==> config.mk <==
export PLATFORM = sky130hd
export DESIGN_NAME = refctl_top
export DESIGN_NICKNAME = d
export VERILOG_FILES = /design/src/rtl/refctl_pkg.sv /design/src/rtl/refctl_interval_timer.sv /design/src/rtl/refctl_row_counter.sv /design/src/rtl/refctl_sequencer.sv /design/src/rtl/refctl_top.sv
export SDC_FILE = /design/constraint.sdc
export NUM_CORES = 1
export LEC_CHECK = 0
export BUFFER_PORTS_ARGS = -buffer_cell sky130_fd_sc_hd__buf_2
export CORE_MARGIN = 10
export CORE_UTILIZATION = 38
export CTS_CLUSTER_DIAMETER = 200
export DETAILED_ROUTE_END_ITERATION = 16
export SYNTH_ARGS = -nofsm -noshare
export SYNTH_HDL_FRONTEND = slang
export SYNTH_SLANG_ARGS = --single-unit
==> constraint.sdc <==
create_clock -name clk -period 1.6 [get_ports clk]
set_input_delay 0.4 -clock clk [delete_from_list [all_inputs] [get_ports clk]]
set_output_delay 0.4 -clock clk [all_outputs]
set_load 0.005 [all_outputs]
==> src/rtl/refctl_pkg.sv <==
package refctl_pkg;

  typedef enum logic [1:0] {
    ST_IDLE    = 2'd0,
    ST_ACCESS  = 2'd1,
    ST_RAS_LO  = 2'd2,
    ST_RAS_PRE = 2'd3
  } refctl_state_e;

endpackage

==> src/rtl/refctl_interval_timer.sv <==
module refctl_interval_timer #(
  parameter int INTERVAL = 780
) (
  input  logic clk,
  input  logic rst_n,
  output logic tick
);
  localparam int CW = (INTERVAL > 2) ? $clog2(INTERVAL) : 1;
  localparam logic [CW-1:0] RELOAD = CW'(INTERVAL - 1);

  logic [CW-1:0] cnt_q, cnt_d;

  always_comb begin
    tick  = (cnt_q == '0);
    cnt_d = tick ? RELOAD : cnt_q - 1'b1;
  end

  always_ff @(posedge clk or negedge rst_n) begin
    if (!rst_n) cnt_q <= RELOAD;
    else        cnt_q <= cnt_d;
  end

  // the counter never exceeds its reload value
  p_timer_range_r5: assert property (@(posedge clk) disable iff (!rst_n)
    cnt_q <= RELOAD);

endmodule

==> src/rtl/refctl_row_counter.sv <==
module refctl_row_counter #(
  parameter int ROWS = 512
) (
  input  logic clk,
  input  logic rst_n,
  input  logic adv,
  output logic [((ROWS > 1) ? $clog2(ROWS) : 1)-1:0] row
);
  localparam int RW = (ROWS > 1) ? $clog2(ROWS) : 1;
  localparam logic [RW-1:0] LAST = RW'(ROWS - 1);

  logic [RW-1:0] row_q, row_d;
  logic          row_en;

  always_comb begin
    row_en = adv;
    row_d  = (row_q == LAST) ? '0 : row_q + 1'b1;
  end

  always_ff @(posedge clk or negedge rst_n) begin
    if (!rst_n)      row_q <= '0;
    else if (row_en) row_q <= row_d;
  end

  assign row = row_q;

  p_row_wrap_r4: assert property (@(posedge clk) disable iff (!rst_n)
    ($past(adv) && $past(row_q) == LAST) |-> row_q == '0);

  p_row_hold_r4: assert property (@(posedge clk) disable iff (!rst_n)
    !$past(adv) |-> $stable(row_q));

endmodule

==> src/rtl/refctl_sequencer.sv <==
module refctl_sequencer
  import refctl_pkg::*;
#(
  parameter int RAS_LOW = 4,
  parameter int RAS_PRE = 3
) (
  input  logic          clk,
  input  logic          rst_n,
  input  logic          pend,
  input  logic          acc_req,
  output refctl_state_e state,
  output logic          start,
  output logic          adv
);
  localparam int MAXT = (RAS_LOW > RAS_PRE) ? RAS_LOW : RAS_PRE;
  localparam int TW   = $clog2(MAXT + 1);
  localparam logic [TW-1:0] LO_LOAD  = TW'(RAS_LOW - 1);
  localparam logic [TW-1:0] PRE_LOAD = TW'(RAS_PRE - 1);

  refctl_state_e st_q, st_d;
  logic [TW-1:0] t_q, t_d;

  always_comb begin
    st_d  = st_q;
    t_d   = t_q;
    start = 1'b0;
    adv   = 1'b0;
    unique case (st_q)
      ST_IDLE: begin
        if (pend) begin
          st_d  = ST_RAS_LO;
          t_d   = LO_LOAD;
          start = 1'b1;
        end else if (acc_req) begin
          st_d = ST_ACCESS;
        end
      end
      ST_ACCESS: begin
        if (!acc_req) st_d = ST_IDLE;
      end
      ST_RAS_LO: begin
        if (t_q == '0) begin
          st_d = ST_RAS_PRE;
          t_d  = PRE_LOAD;
          adv  = 1'b1;
        end else begin
          t_d = t_q - 1'b1;
        end
      end
      ST_RAS_PRE: begin
        if (t_q == '0) st_d = ST_IDLE;
        else           t_d  = t_q - 1'b1;
      end
      default: st_d = ST_IDLE;
    endcase
  end

  always_ff @(posedge clk or negedge rst_n) begin
    if (!rst_n) begin
      st_q <= ST_IDLE;
      t_q  <= '0;
    end else begin
      st_q <= st_d;
      t_q  <= t_d;
    end
  end

  assign state = st_q;

  p_pre_follows_low_r6: assert property (@(posedge clk) disable iff (!rst_n)
    ($past(st_q) == ST_RAS_LO && st_q != ST_RAS_LO) |-> st_q == ST_RAS_PRE);

  p_access_hold_r7: assert property (@(posedge clk) disable iff (!rst_n)
    (st_q == ST_ACCESS && acc_req) |=> st_q == ST_ACCESS);

  p_low_entry_r2: assert property (@(posedge clk) disable iff (!rst_n)
    (st_q == ST_RAS_LO && $past(st_q) != ST_RAS_LO) |-> t_q == LO_LOAD);

endmodule

==> src/rtl/refctl_top.sv <==
module refctl_top
  import refctl_pkg::*;
#(
  parameter int ROWS     = 512,
  parameter int ADDR_W   = 10,
  parameter int INTERVAL = 780,
  parameter int RAS_LOW  = 4,
  parameter int RAS_PRE  = 3
) (
  input  logic              clk,
  input  logic              rst_n,
  input  logic              acc_req,
  input  logic [ADDR_W-1:0] acc_addr,
  input  logic              acc_ras_n,
  input  logic              acc_cas_n,
  output logic              acc_grant,
  output logic              ref_busy,
  output logic [ADDR_W-1:0] dram_addr,
  output logic              dram_ras_n,
  output logic              dram_cas_n
);
  localparam int RW = (ROWS > 1) ? $clog2(ROWS) : 1;
  localparam int SYNC_STAGES = 2;

  // reset: asserted at once, released through a short flop chain
  logic [SYNC_STAGES-1:0] rs_q;
  logic                   rst_ns;

  always_ff @(posedge clk or negedge rst_n) begin
    if (!rst_n) rs_q <= '0;
    else        rs_q <= {rs_q[SYNC_STAGES-2:0], 1'b1};
  end
  assign rst_ns = rs_q[SYNC_STAGES-1];

  logic          tick, start, adv;
  logic          pend_q, pend_d, pend_en;
  logic [RW-1:0] row;
  refctl_state_e state;

  refctl_interval_timer #(.INTERVAL(INTERVAL)) u_timer (
    .clk(clk), .rst_n(rst_ns), .tick(tick));

  refctl_row_counter #(.ROWS(ROWS)) u_rows (
    .clk(clk), .rst_n(rst_ns), .adv(adv), .row(row));

  refctl_sequencer #(.RAS_LOW(RAS_LOW), .RAS_PRE(RAS_PRE)) u_seq (
    .clk(clk), .rst_n(rst_ns), .pend(pend_q), .acc_req(acc_req),
    .state(state), .start(start), .adv(adv));

  // pending flag: a new expiry wins over a same-cycle start
  always_comb begin
    pend_en = tick | start;
    pend_d  = tick | (pend_q & ~start);
  end

  always_ff @(posedge clk or negedge rst_ns) begin
    if (!rst_ns)      pend_q <= 1'b0;
    else if (pend_en) pend_q <= pend_d;
  end

  // row padded to the pin width
  logic [ADDR_W-1:0] row_pins;
  generate
    if (ADDR_W > RW) begin : g_pad
      assign row_pins = {{(ADDR_W-RW){1'b0}}, row};
    end else begin : g_trim
      assign row_pins = row[ADDR_W-1:0];
    end
  endgenerate

  // pin ownership
  always_comb begin
    acc_grant = (state == ST_ACCESS);
    ref_busy  = (state == ST_RAS_LO) || (state == ST_RAS_PRE);
    if (acc_grant) begin
      dram_addr  = acc_addr;
      dram_ras_n = acc_ras_n;
      dram_cas_n = acc_cas_n;
    end else begin
      dram_addr  = row_pins;
      dram_ras_n = (state != ST_RAS_LO);
      dram_cas_n = 1'b1;
    end
  end

  p_grant_busy_excl_r9: assert property (@(posedge clk) disable iff (!rst_ns)
    !(acc_grant && ref_busy));

  p_cas_quiet_r3: assert property (@(posedge clk) disable iff (!rst_ns)
    ref_busy |-> dram_cas_n);

  p_pending_first_r8: assert property (@(posedge clk) disable iff (!rst_ns)
    (pend_q && !acc_grant && !ref_busy) |=> (ref_busy && !dram_ras_n));

  p_addr_hold_r2: assert property (@(posedge clk) disable iff (!rst_ns)
    (ref_busy && !dram_ras_n && $past(ref_busy && !dram_ras_n)) |-> $stable(dram_addr));

endmodule

# After elaboration in Yosys (flattened, before gate mapping)
# Cells that the tools add are included.
# classes
add_sub_neg,3
eq_ne,11
n_mux,19
bitwise,4
reduce_logical,7
# op_table
op,count
$mux 10,2
$logic_not 10->1,1
$mux 2,5
$sub 10x1->10 const B,1
$add 9x1->9 const B,1
$eq 9x9->1 const B,1
$mux 3,3
$mux 9,1
$pmux 3 s3,1
$ne 2x2->1 const B,4
$pmux 2 s4,1
$mux 1,6
$eq 2x2->1 const B,2
$ne 2x1->1 const B,2
$reduce_and 4->1,1
$logic_not 3->1,1
$ne 3x3->1 const B,1
$reduce_and 3->1,1
$reduce_bool 3->1,1
$sub 3x1->3 const B,1
$eq 2x1->1 const B,1
$logic_not 2->1,1
$or 1x1->1,2
$and 1x1->1,1
other kinds (2),2
# word_totals
reg_bits,27
in_bits,15
out_inout_bits,14
elab_cells,50

# Longest topological paths before layout
# Gate-level depths: netlist of run 1.
# logic_depth
ltp_word,5
mapped_depth,8
mapped_depth_nobuf,7

# Cells and area by module
# A second synthesis of run 1 with hierarchy kept.
# unflattened
hier_cells,146
hier_area_um2,1522.7
# modules_own_cells
module,instances,cells_per_inst,area_per_inst_um2,seq_area_each_um2
refctl_row_counter,1,48,486.7,225.2
refctl_interval_timer,1,48,480.5,256.5
refctl_sequencer,1,28,282.8,125.1
refctl_top,1,22,272.8,75.1

# Worst setup path after synthesis of run 1
# Ideal clock, no wire load.
# synth_timing
path_type,register -> register
startpoint,"register u_rows.row_q[0], in the netlist u_rows.row[0]"
endpoint,"register u_rows.row_q[5], in the netlist u_rows.row[5]"
setup_ns,0.069
arrival_time_ns,1.883
required_ns,1.531
setup_slack_ns,-0.352
stages_incl_launch_ff,9
path_buffers,1
synth_period_minus_slack_ns,1.952
path_cell_list,dfrtp_1 -> ha_1 -> nand3_1 -> nor2_1 -> ha_1 -> clkbuf_1 -> nor2_1 -> or4b_2 -> nand3_1
# synth_between
elab_chain_cells,2
word_cells_on_any_way,3
cone_classes,add/sub (1); eq/ne (1); mux (1)
# synth_lines
item,line,text
"start, declared",refctl_row_counter.sv:12,"logic [RW-1:0] row_q, row_d;"
"start signal, assigned",refctl_row_counter.sv:22,else if (row_en) row_q <= row_d;
$add 9x1->9 / $eq 9x9->1 (equally long branches),refctl_row_counter.sv:17,row_d = (row_q == LAST) ? '0 : row_q + 1'b1;
$mux 9 *,refctl_row_counter.sv:17,
# Every way passes the cells marked *; elsewhere a longest branch is shown, timed or not.
# A chain may end at the register's enable or synchronous reset.

# Final worst setup path of run 1
# layout_timing
startpoint,"register u_seq.st_q[1], in the netlist u_seq.state[1]"
endpoint,output dram_addr[2]
# layout_between
elab_chain_cells,2
# layout_lines
item,line,text
"start, declared",refctl_sequencer.sv:20,"refctl_state_e st_q, st_d;"
"start signal, assigned",refctl_sequencer.sv:63,st_q <= st_d;
$eq 2x1->1,refctl_top.sv:73,acc_grant = (state == ST_ACCESS);
$mux 10,refctl_top.sv:75,if (acc_grant) begin
"end, declared",refctl_top.sv:18,"output logic [ADDR_W-1:0] dram_addr,"
# Every way passes these cells.

==> results.json, run 1 <==
{
  "synth_area_leader_cell": "dfrtp_1",
  "fmax_mhz": 544.3,
  "wire_per_inst_microns": 15.27,
  "cap_viol_max_count": 0,
  "die_w_microns": 82.15,
  "synth_seq_cells": 27,
  "wl_microns": 4046,
  "cp-end-kind": "output port",
  "finClkSkew_ns": 0.008807,
  "io_buffers": 28,
  "synth_flop_cell": "dfrtp_1",
  "dieHeight_microns": 82.15,
  "status": "finished with violations",
  "setup_violations": 18,
  "period_minus_slack_ns": 1.837,
  "dieArea_sq_um": 6748,
  "yosys_warnings": 0,
  "violations": "negative setup slack",
  "totalPowerFinal_mw": 1.251,
  "placed_cells": 249,
  "synth.net_count": 171,
  "cts_tree": "built",
  "critPathMostFrequentCell": "buf_6",
  "synth_top_cell_area_share_pct": 37.51,
  "max_stage_delay_ns": 0.42,
  "fin_crit_sh_pct": 114.8,
  "drc_errors": 0,
  "netlist_top_cells_area": "dfrtp_1 38%, dfstp_2 9.0%, mux2_2 7.7%",
  "cp-start-kind": "register",
  "drtPass1Iterations": 4,
  "cts_buffers": 3,
  "gp_congestion": 0.8828,
  "initial_utilization_pct": 39.79,
  "synthArstFlopShare_pct": 100.0,
  "areaGrowthSynthToFinish_pct": 59.68,
  "synth_common_cells": "22 x dfrtp_1, 18 x o21ai_0, 10 x mux2_2, 10 x nand2_1, 10 x nand3_1",
  "tns_ns": -2.573,
  "worstSetupPathType": "register to output port",
  "postPlaceCellArea_sq_um": 1912,
  "clockBufferDepth": 2,
  "core_area_sq_um": 3689,
  "synth_area_sq_um": 1468,
  "grt_pass1_wl_microns": 6541,
  "h-tree-depth": 1,
  "core.rowCount": 22,
  "antenna_found_initial": 0,
  "crit_arrival_ns": 1.44,
  "dpl_worst_slack_ns": -0.1027,
  "drt_iter0_markers": 90,
  "drive_above_1_share_pct": 58.99,
  "cp_cell_sequence": "nor2b_4, buf_6, mux2_4, buf_6",
  "grtUsageTotal_pct": 12.36,
  "worstSkewPairLatency_ns": 0.29,
  "grt_pass1_vias": 1422,
  "final_cells": 265,
  "fin_area_sq_um": 2344,
  "crit_slowest_cell": "dfrtp_1",
  "worstPathRequired_ns": 1.20,
  "p_leak_nw": 1.058,
  "io-pin-count": 29,
  "synth-edff-count": 0,
  "rsz0062_at_grt": "yes",
  "holdCritPathClass": "register to async pin",
  "synth_area_per_cell_sq_um": 9.720,
  "slew_violations": 0,
  "gr-total-overflow": 0,
  "place_hpwl_microns": 2764,
  "vias_per_cell": 5.219,
  "vias": 1383,
  "clkTransAtPathRegs_ns": 0.11,
  "crit_fanout": 6,
  "hold_viol": 0,
  "yosysMostFrequentCell": "dfrtp_1",
  "layout_setup_ws_ns": -0.2373,
  "p_per_area_nw_per_um2": 533.6,
  "diodes": 0,
  "grt_max_degree": 18,
  "ant_nets": 0,
  "yosysSeqAreaShare_pct": 46.46,
  "synthCells": 151,
  "clk_root_buffer_cell": "clkbuf_8",
  "final_nets": 238,
  "cts_sinks": 27,
  "vdd_drop_max_mv": 0.3886,
  "ys_types": 39
}
==> metal layers <==
layer	track usage [%]	wire length, microns	vias to the layer above
li1	-	-	673
met1	14.80	1730	680
met2	21.08	2056	26
met3	2.916	208	4
met4	4.592	50	0
met5	0	0	-
==> cell usage in the layout, fill, tap and decap left out, types with 5 or more instances in the layout <==
master / netlist / final
buf_2: 1 / 18
buf_4: 0 / 31
buf_6: 0 / 19
dfrtp_1: 22 / 22
dfstp_2: 5 / 5
mux2_4: 0 / 9
nand2_1: 10 / 8
nand3_1: 10 / 6
nor2_1: 9 / 6
o21ai_0: 18 / 15
==> timing repair <==
item	4_1_cts	5_1_grt
hold buffers	1	0
resized for setup	36	30
setup buffers	9	2
pin swaps	6	9
endpoints found under the setup margin	25	30
hold endpoints to repair	2	0
==> critical path: cells and delay by family, from the launching register on <==
family	cells	cell delay, ns
simple gates	1	0.14
flops	1	0.42
buf+inv	2	0.28
mux	1	0.31
==> state kept, by name, summed over array words and instances (netlist names) <==
signal,flops
rs_q,2
u_seq.state,2
u_rows.row,9
pend_q,1
u_timer.cnt_q,10
u_seq.t_q,3
==> area by class of cell <==
| class | instances | area, sq um |
|---|---|---|
| Clock inverter | 1 | 8.758 |
| Multi-Input combinational cell | 110 | 973.4 |
| Fill cell | 300 | 1345 |
| Inverter | 7 | 31.28 |
| Tap cell | 48 | 60.06 |
| Sequential cell | 27 | 681.9 |
| Timing Repair Buffer | 69 | 546.8 |
| Clock buffer | 3 | 41.29 |
==> through the flow <==
| step | utilization, % | hold WS [ns] |
|---|---|---|
| finish | 63.53 | 0.1949 |
| global route | 63.53 | 0.2282 |
| CTS | 59.33 | 0.2011 |
| detailed placement | 51.83 | 0.1859 |
| global placement | 51.83 | 0.1826 |
| floorplan | - | 0.1044 |
==> power by group <==
part / switching (mW) / internal [mW] / leakage (nW)
sequential: 0.00662 / 0.686 / 0.313
combinational: 0.0488 / 0.0804 / 0.719
clock: 0.245 / 0.184 / 0.0261
total: 0.300 / 0.950 / 1.06
==> path summary, 6_finish.rpt <==
check | cells past startpoint | from | slack, ns | end
setup reg to reg | 3 | u_timer.cnt_q[0] | -0.07 | u_timer.cnt_q[7]
hold reg to reg | 0 | rs_q[1] | 0.19 | u_timer.cnt_q[2]
hold / removal | 0 | rs_q[1] | 0.19 | u_timer.cnt_q[2]
setup / recovery | 4 | u_seq.state[1] | -0.24 | dram_addr[2]
min in group clk | 0 | rs_q[0] | 0.38 | rs_q[1]
max in group asynchronous | 1 | rs_q[1] | 0.80 | u_seq.t_q[0]
==> cell families (layout without fill, tap and decap cells) <==
family	Yosys count	in the layout	share of synthesized area, %
simple gates	56	56	21.48
compound gates	34	34	13.64
flops	27	27	46.46
buf+inv	14	80	3.751
mux	11	11	8.355
fa+ha+maj	5	5	4.263
xor+xnor	3	3	1.791
other cells	1	1	0.2555
No activity file was read; power rests on OpenSTA's default activity.
==> run 2: changes to the inputs <==
Clock period 1.6 ns to 2.05 ns, I/O delays scaled along.
==> run 2 against run 1 <==
Effect of this change:
- the flow now finishes without violations
- routed wire length down 21%
- die area unchanged
- combinational power down 44%
- via count down 13%
- critical endpoint is now dram_addr[4]
- highest routed layer unchanged
==> results.json, run 2 (synthesis gave the netlist of run 1 again) <==
{
  "worstSetupPathType": "register to output port",
  "worstPathRequired_ns": 1.54,
  "vdd_drop_max_mv": 0.4465,
  "initial_utilization_pct": 39.79,
  "crit_family": "flip-flops",
  "top_register": "u_timer.cnt_q",
  "fmax_mhz": 505.9,
  "setup_violations": 0,
  "core.rowCount": 22,
  "rsz0062_at_grt": "yes",
  "hold_viol": 0,
  "antenna_found_initial": 0,
  "cap_viol_max_count": 0,
  "cts_buffers": 3,
  "wl_microns": 3182,
  "tns_ns": 0,
  "finClkSkew_ns": 0.004364,
  "slew_violations": 0,
  "place_hpwl_microns": 2398,
  "cp-end-kind": "output port",
  "areaGrowthSynthToFinish_pct": 21.82,
  "drt_iter0_markers": 104,
  "clkTransAtPathRegs_ns": 0.10,
  "cts_sinks": 27,
  "core_area_sq_um": 3689,
  "drc_errors": 0,
  "largest_register_ffs": 10,
  "p_per_area_nw_per_um2": 522.6,
  "final_nets": 206,
  "drive_above_1_share_pct": 34.05,
  "ant_nets": 0,
  "grt_max_degree": 26,
  "die_w_microns": 82.15,
  "gp_congestion": 0.8014,
  "holdCritPathClass": "register to async pin",
  "cp-start-kind": "register",
  "worstSkewPairLatency_ns": 0.28,
  "gr-total-overflow": 0,
  "grt_pass1_wl_microns": 5333,
  "multi_input_area_sq_um": 750.7,
  "fin_area_sq_um": 1788,
  "dieHeight_microns": 82.15,
  "cp_num_buf_inv": 2,
  "fill_cells": 359,
  "period_minus_slack_ns": 1.977,
  "wire_per_inst_microns": 13.66,
  "grtUsageTotal_pct": 9.928,
  "cp_cell_sequence": "nor2b_4, buf_6, mux2_2, buf_2",
  "max_stage_delay_ns": 0.39,
  "vias": 1206,
  "grt_pass1_vias": 1175,
  "status": "finished, final reports clean",
  "h-tree-depth": 1,
  "cts_tree": "built",
  "crit_slowest_cell": "dfrtp_2",
  "vias_per_cell": 5.176,
  "seq_area_sq_um": 683.2,
  "crit_fanout": 6,
  "mostFrequentLayoutCells": "28 x buf_2, 21 x dfrtp_1, 18 x o21ai_0",
  "clk_root_buffer_cell": "clkbuf_8",
  "dieArea_sq_um": 6748,
  "diodes": 0,
  "fin_crit_sh_pct": 96.42,
  "drtPass1Iterations": 4,
  "crit_arrival_ns": 1.46,
  "io_buffers": 28,
  "clockBufferDepth": 2,
  "io-pin-count": 29,
  "p_leak_nw": 0.7962,
  "final_common_cell": "buf_2",
  "postPlaceCellArea_sq_um": 1684
}
run 2: cell count changes in the layout (fill, tap and decap cells not counted), sizes merged:
cell,before,now
buf,68,36
run 2: per-layer routing:
metal	share of wire [%]	GRT usage, %
met1	45	12.05
met2	51	16.46
met3	2.5	2.052
met4	1.8	4.762
met5	0	0
run 2: what timing repair did:
item	in CTS	in global routing
buffers inserted	1	0
cloned	1	0
endpoints found under the hold margin	2	0
resized for setup	3	7
hold buffers	1	0
setup endpoints to repair	9	10
run 2: stage by stage:
step                power [mW]  util (%)  worst slack (ns)  hold WS [ns]  instances
floorplan               0.5772         -           0.09811        0.2169        151
global placement        0.6101     45.66            0.2140        0.2399        226
finish                  0.9344     48.47           0.07333        0.2321        233
global route            0.9837     48.47          0.005704        0.2905        233
CTS                     0.9514     47.73           0.01310        0.2470        233
detailed placement      0.6121     45.66            0.1675        0.2374        226
run 2: cell type report:
type                    instances  share of cell area (%)
clock inverters                 1                  0.4899
flip-flops and latches         27                   38.21
inverters                       7                   1.470
clock buffers                   3                   2.309
repair buffers                 37                   12.18
multi-input cells             110                   41.99
well taps                      48                   3.359
run 2: path summary, 6_finish.rpt:
path                                 end  slack [ns]            from  depth (start not counted)
max reg2reg                u_rows.row[6]        0.15   u_rows.row[0]                          7
min reg2reg                       pend_q        0.23         rs_q[1]                          1
min in group clk                 rs_q[1]        0.36         rs_q[0]                          0
min                               pend_q        0.23         rs_q[1]                          1
max                         dram_addr[4]        0.07  u_seq.state[0]                          4
max in group asynchronous        rs_q[1]        1.43           rst_n                          2
run 2: power breakdown:
| part | switching, mW | leakage (nW) | internal [mW] |
|---|---|---|---|
| clock network | 0.181 | 0.0261 | 0.143 |
| registers | 0.00138 | 0.312 | 0.536 |
| logic | 0.0319 | 0.458 | 0.0408 |
| total | 0.215 | 0.796 | 0.720 |
==> run 3: changes to the inputs <==
Clock period 2.05 ns to 1.9 ns, I/O delays scaled along.
==> run 3 against run 2 <==
Effect of this change:
- non-clock buffer count rose by 8
- setup slack got worse by 0.071 ns
- cell count rose by 3.4%
- power rose by 9.6%
- clock-buffer cell count did not move
- global-route usage rose by 0.46 points
- critical path depth did not move
- routed wire length rose by 5.9%
- sequential power rose by 7.8%
- highest routed layer unchanged
==> results.json, run 3 (synthesis gave the netlist of run 1 again) <==
{
  "drt_iter0_markers": 131,
  "worstSkewPairLatency_ns": 0.27,
  "io-pin-count": 29,
  "dieArea_sq_um": 6748,
  "ant_nets": 0,
  "drtPass1Iterations": 4,
  "hold_viol": 0,
  "slew_violations": 0,
  "cts_tree": "built",
  "antenna_found_initial": 0,
  "top_register": "u_timer.cnt_q",
  "placed_cells": 233,
  "setup_violations": 0,
  "worstPathRequired_ns": 1.42,
  "clockBufferDepth": 2,
  "finClkSkew_ns": 0.005726,
  "gr-total-overflow": 0,
  "holdCritPathClass": "register to async pin",
  "rsz0062_at_grt": "yes",
  "clkTransAtPathRegs_ns": 0.10,
  "cp_num_buf_inv": 2,
  "p_leak_nw": 0.8882,
  "status": "finished, final reports clean",
  "r2r-end": "u_rows.row[5]",
  "totalPowerFinal_mw": 1.025,
  "cap_viol_max_count": 0,
  "fill_cells": 325,
  "worstSetupPathType": "register to output port",
  "final_nets": 214,
  "postPlaceCellArea_sq_um": 1739,
  "areaGrowthSynthToFinish_pct": 33.42,
  "r2r_setup_slack_ns": 0.09,
  "fmax_mhz": 526.8,
  "wl_microns": 3370,
  "cts_sinks": 27,
  "core.rowCount": 22,
  "crit_fanout": 6,
  "wire_per_inst_microns": 13.98,
  "vias_per_cell": 5.112,
  "grt_pass1_vias": 1251,
  "cp_cell_sequence": "nor2b_4, buf_6, mux2_4, buf_6",
  "fin_area_sq_um": 1958,
  "mostFrequentLayoutCells": "22 x dfrtp_1, 19 x buf_2, 18 x o21ai_0",
  "final_util_pct": 53.09,
  "period_minus_slack_ns": 1.898,
  "drive_above_1_share_pct": 38.86,
  "critPathMostFrequentCell": "buf_6",
  "initial_utilization_pct": 39.79,
  "final_cells": 241,
  "crit_family": "flip-flops",
  "seq_area_sq_um": 681.9,
  "gp_congestion": 0.8138,
  "p_per_area_nw_per_um2": 523.2,
  "vias": 1232,
  "crit_arrival_ns": 1.42,
  "diodes": 0,
  "clk_root_buffer_cell": "clkbuf_8",
  "dieHeight_microns": 82.15,
  "dpl_worst_slack_ns": 0.06483,
  "crit_path_start": "u_seq.state[0]",
  "path_depth": 4,
  "largest_register_ffs": 10,
  "layout_setup_ws_ns": 0.001897,
  "final_common_cell": "dfrtp_1",
  "vdd_drop_max_mv": 0.2519,
  "r2r-start": "u_rows.row[1]",
  "h-tree-depth": 1,
  "core_area_sq_um": 3689,
  "place_hpwl_microns": 2466,
  "cts_buffers": 3,
  "io_buffers": 28,
  "multi_input_area_sq_um": 802.0,
  "die_w_microns": 82.15,
  "grtUsageTotal_pct": 10.39,
  "reg2regPathDepth": 7,
  "cp-start-kind": "register",
  "grt_pass1_wl_microns": 5706,
  "crit_end": "dram_addr[7]",
  "grt_max_degree": 26,
  "max_stage_delay_ns": 0.39,
  "cp-end-kind": "output port",
  "drc_errors": 0,
  "crit_slowest_cell": "dfrtp_1",
  "fin_crit_sh_pct": 99.90
}
==> run 3: report_power, final <==
group          switching, mW  leakage, nW  internal, mW
clock                  0.188       0.0261         0.154
sequential           0.00140        0.313         0.578
combinational         0.0401        0.549        0.0632
total                  0.230        0.888         0.795
==> run 3: timing repair <==
| item | in CTS | in global routing |
|---|---|---|
| resized for setup | 19 | 13 |
| buffers inserted | 0 | 2 |
| gates cloned | 1 | 0 |
| pin swaps | 0 | 1 |
| hold endpoints to repair | 2 | 0 |
| setup endpoints to repair | 9 | 20 |
| hold buffers | 1 | 0 |
==> run 3: worst register-to-register path, cell delays in order (launching register included) <==
cell and delay, ns:
dfrtp_1 0.44, ha_2 0.20, nand3_1 0.08, nor2_1 0.05
ha_2 0.21, nor2_1 0.09, or4b_2 0.59, nand3_1 0.10
==> run 3: per-stage QoR <==
step | hold slack, ns | setup TNS, ns
floorplan | 0.1794 | 0
global placement | 0.2326 | 0
detailed placement | 0.2425 | 0
CTS | 0.2522 | -0.1356
global route | 0.2762 | -0.5797
finish | 0.2360 | 0
==> run 3: cell type report <==
type,count,area share (%)
multi-input combinational,110,40.96
sequential,27,34.82
timing repair buffer,45,17.25
tap,48,3.067
clock buffer,3,2.109
inverter,7,1.342
clock inverter,1,0.4473
==> run 3: worst min-delay path by stage <==
stage | startpoint | to
floorplan | rst_n | rs_q[0]
global placement | rs_q[1] | u_seq.t_q[0]
detailed placement | rs_q[1] | u_seq.t_q[0]
CTS | rs_q[1] | u_seq.t_q[0]
global route | rs_q[1] | u_timer.cnt_q[4]
finish | rs_q[1] | u_timer.cnt_q[4]
==> run 3: metal layers <==
metal / wire (microns) / vias up / share of wire [%] / track usage (%)
li1: - / 622 / - / -
met1: 1535 / 598 / 46 / 13.44
met2: 1749 / 8 / 52 / 17.40
met3: 51 / 4 / 1.5 / 1.728
met4: 32 / 0 / 0.95 / 3.061
met5: 0 / - / 0 / 0
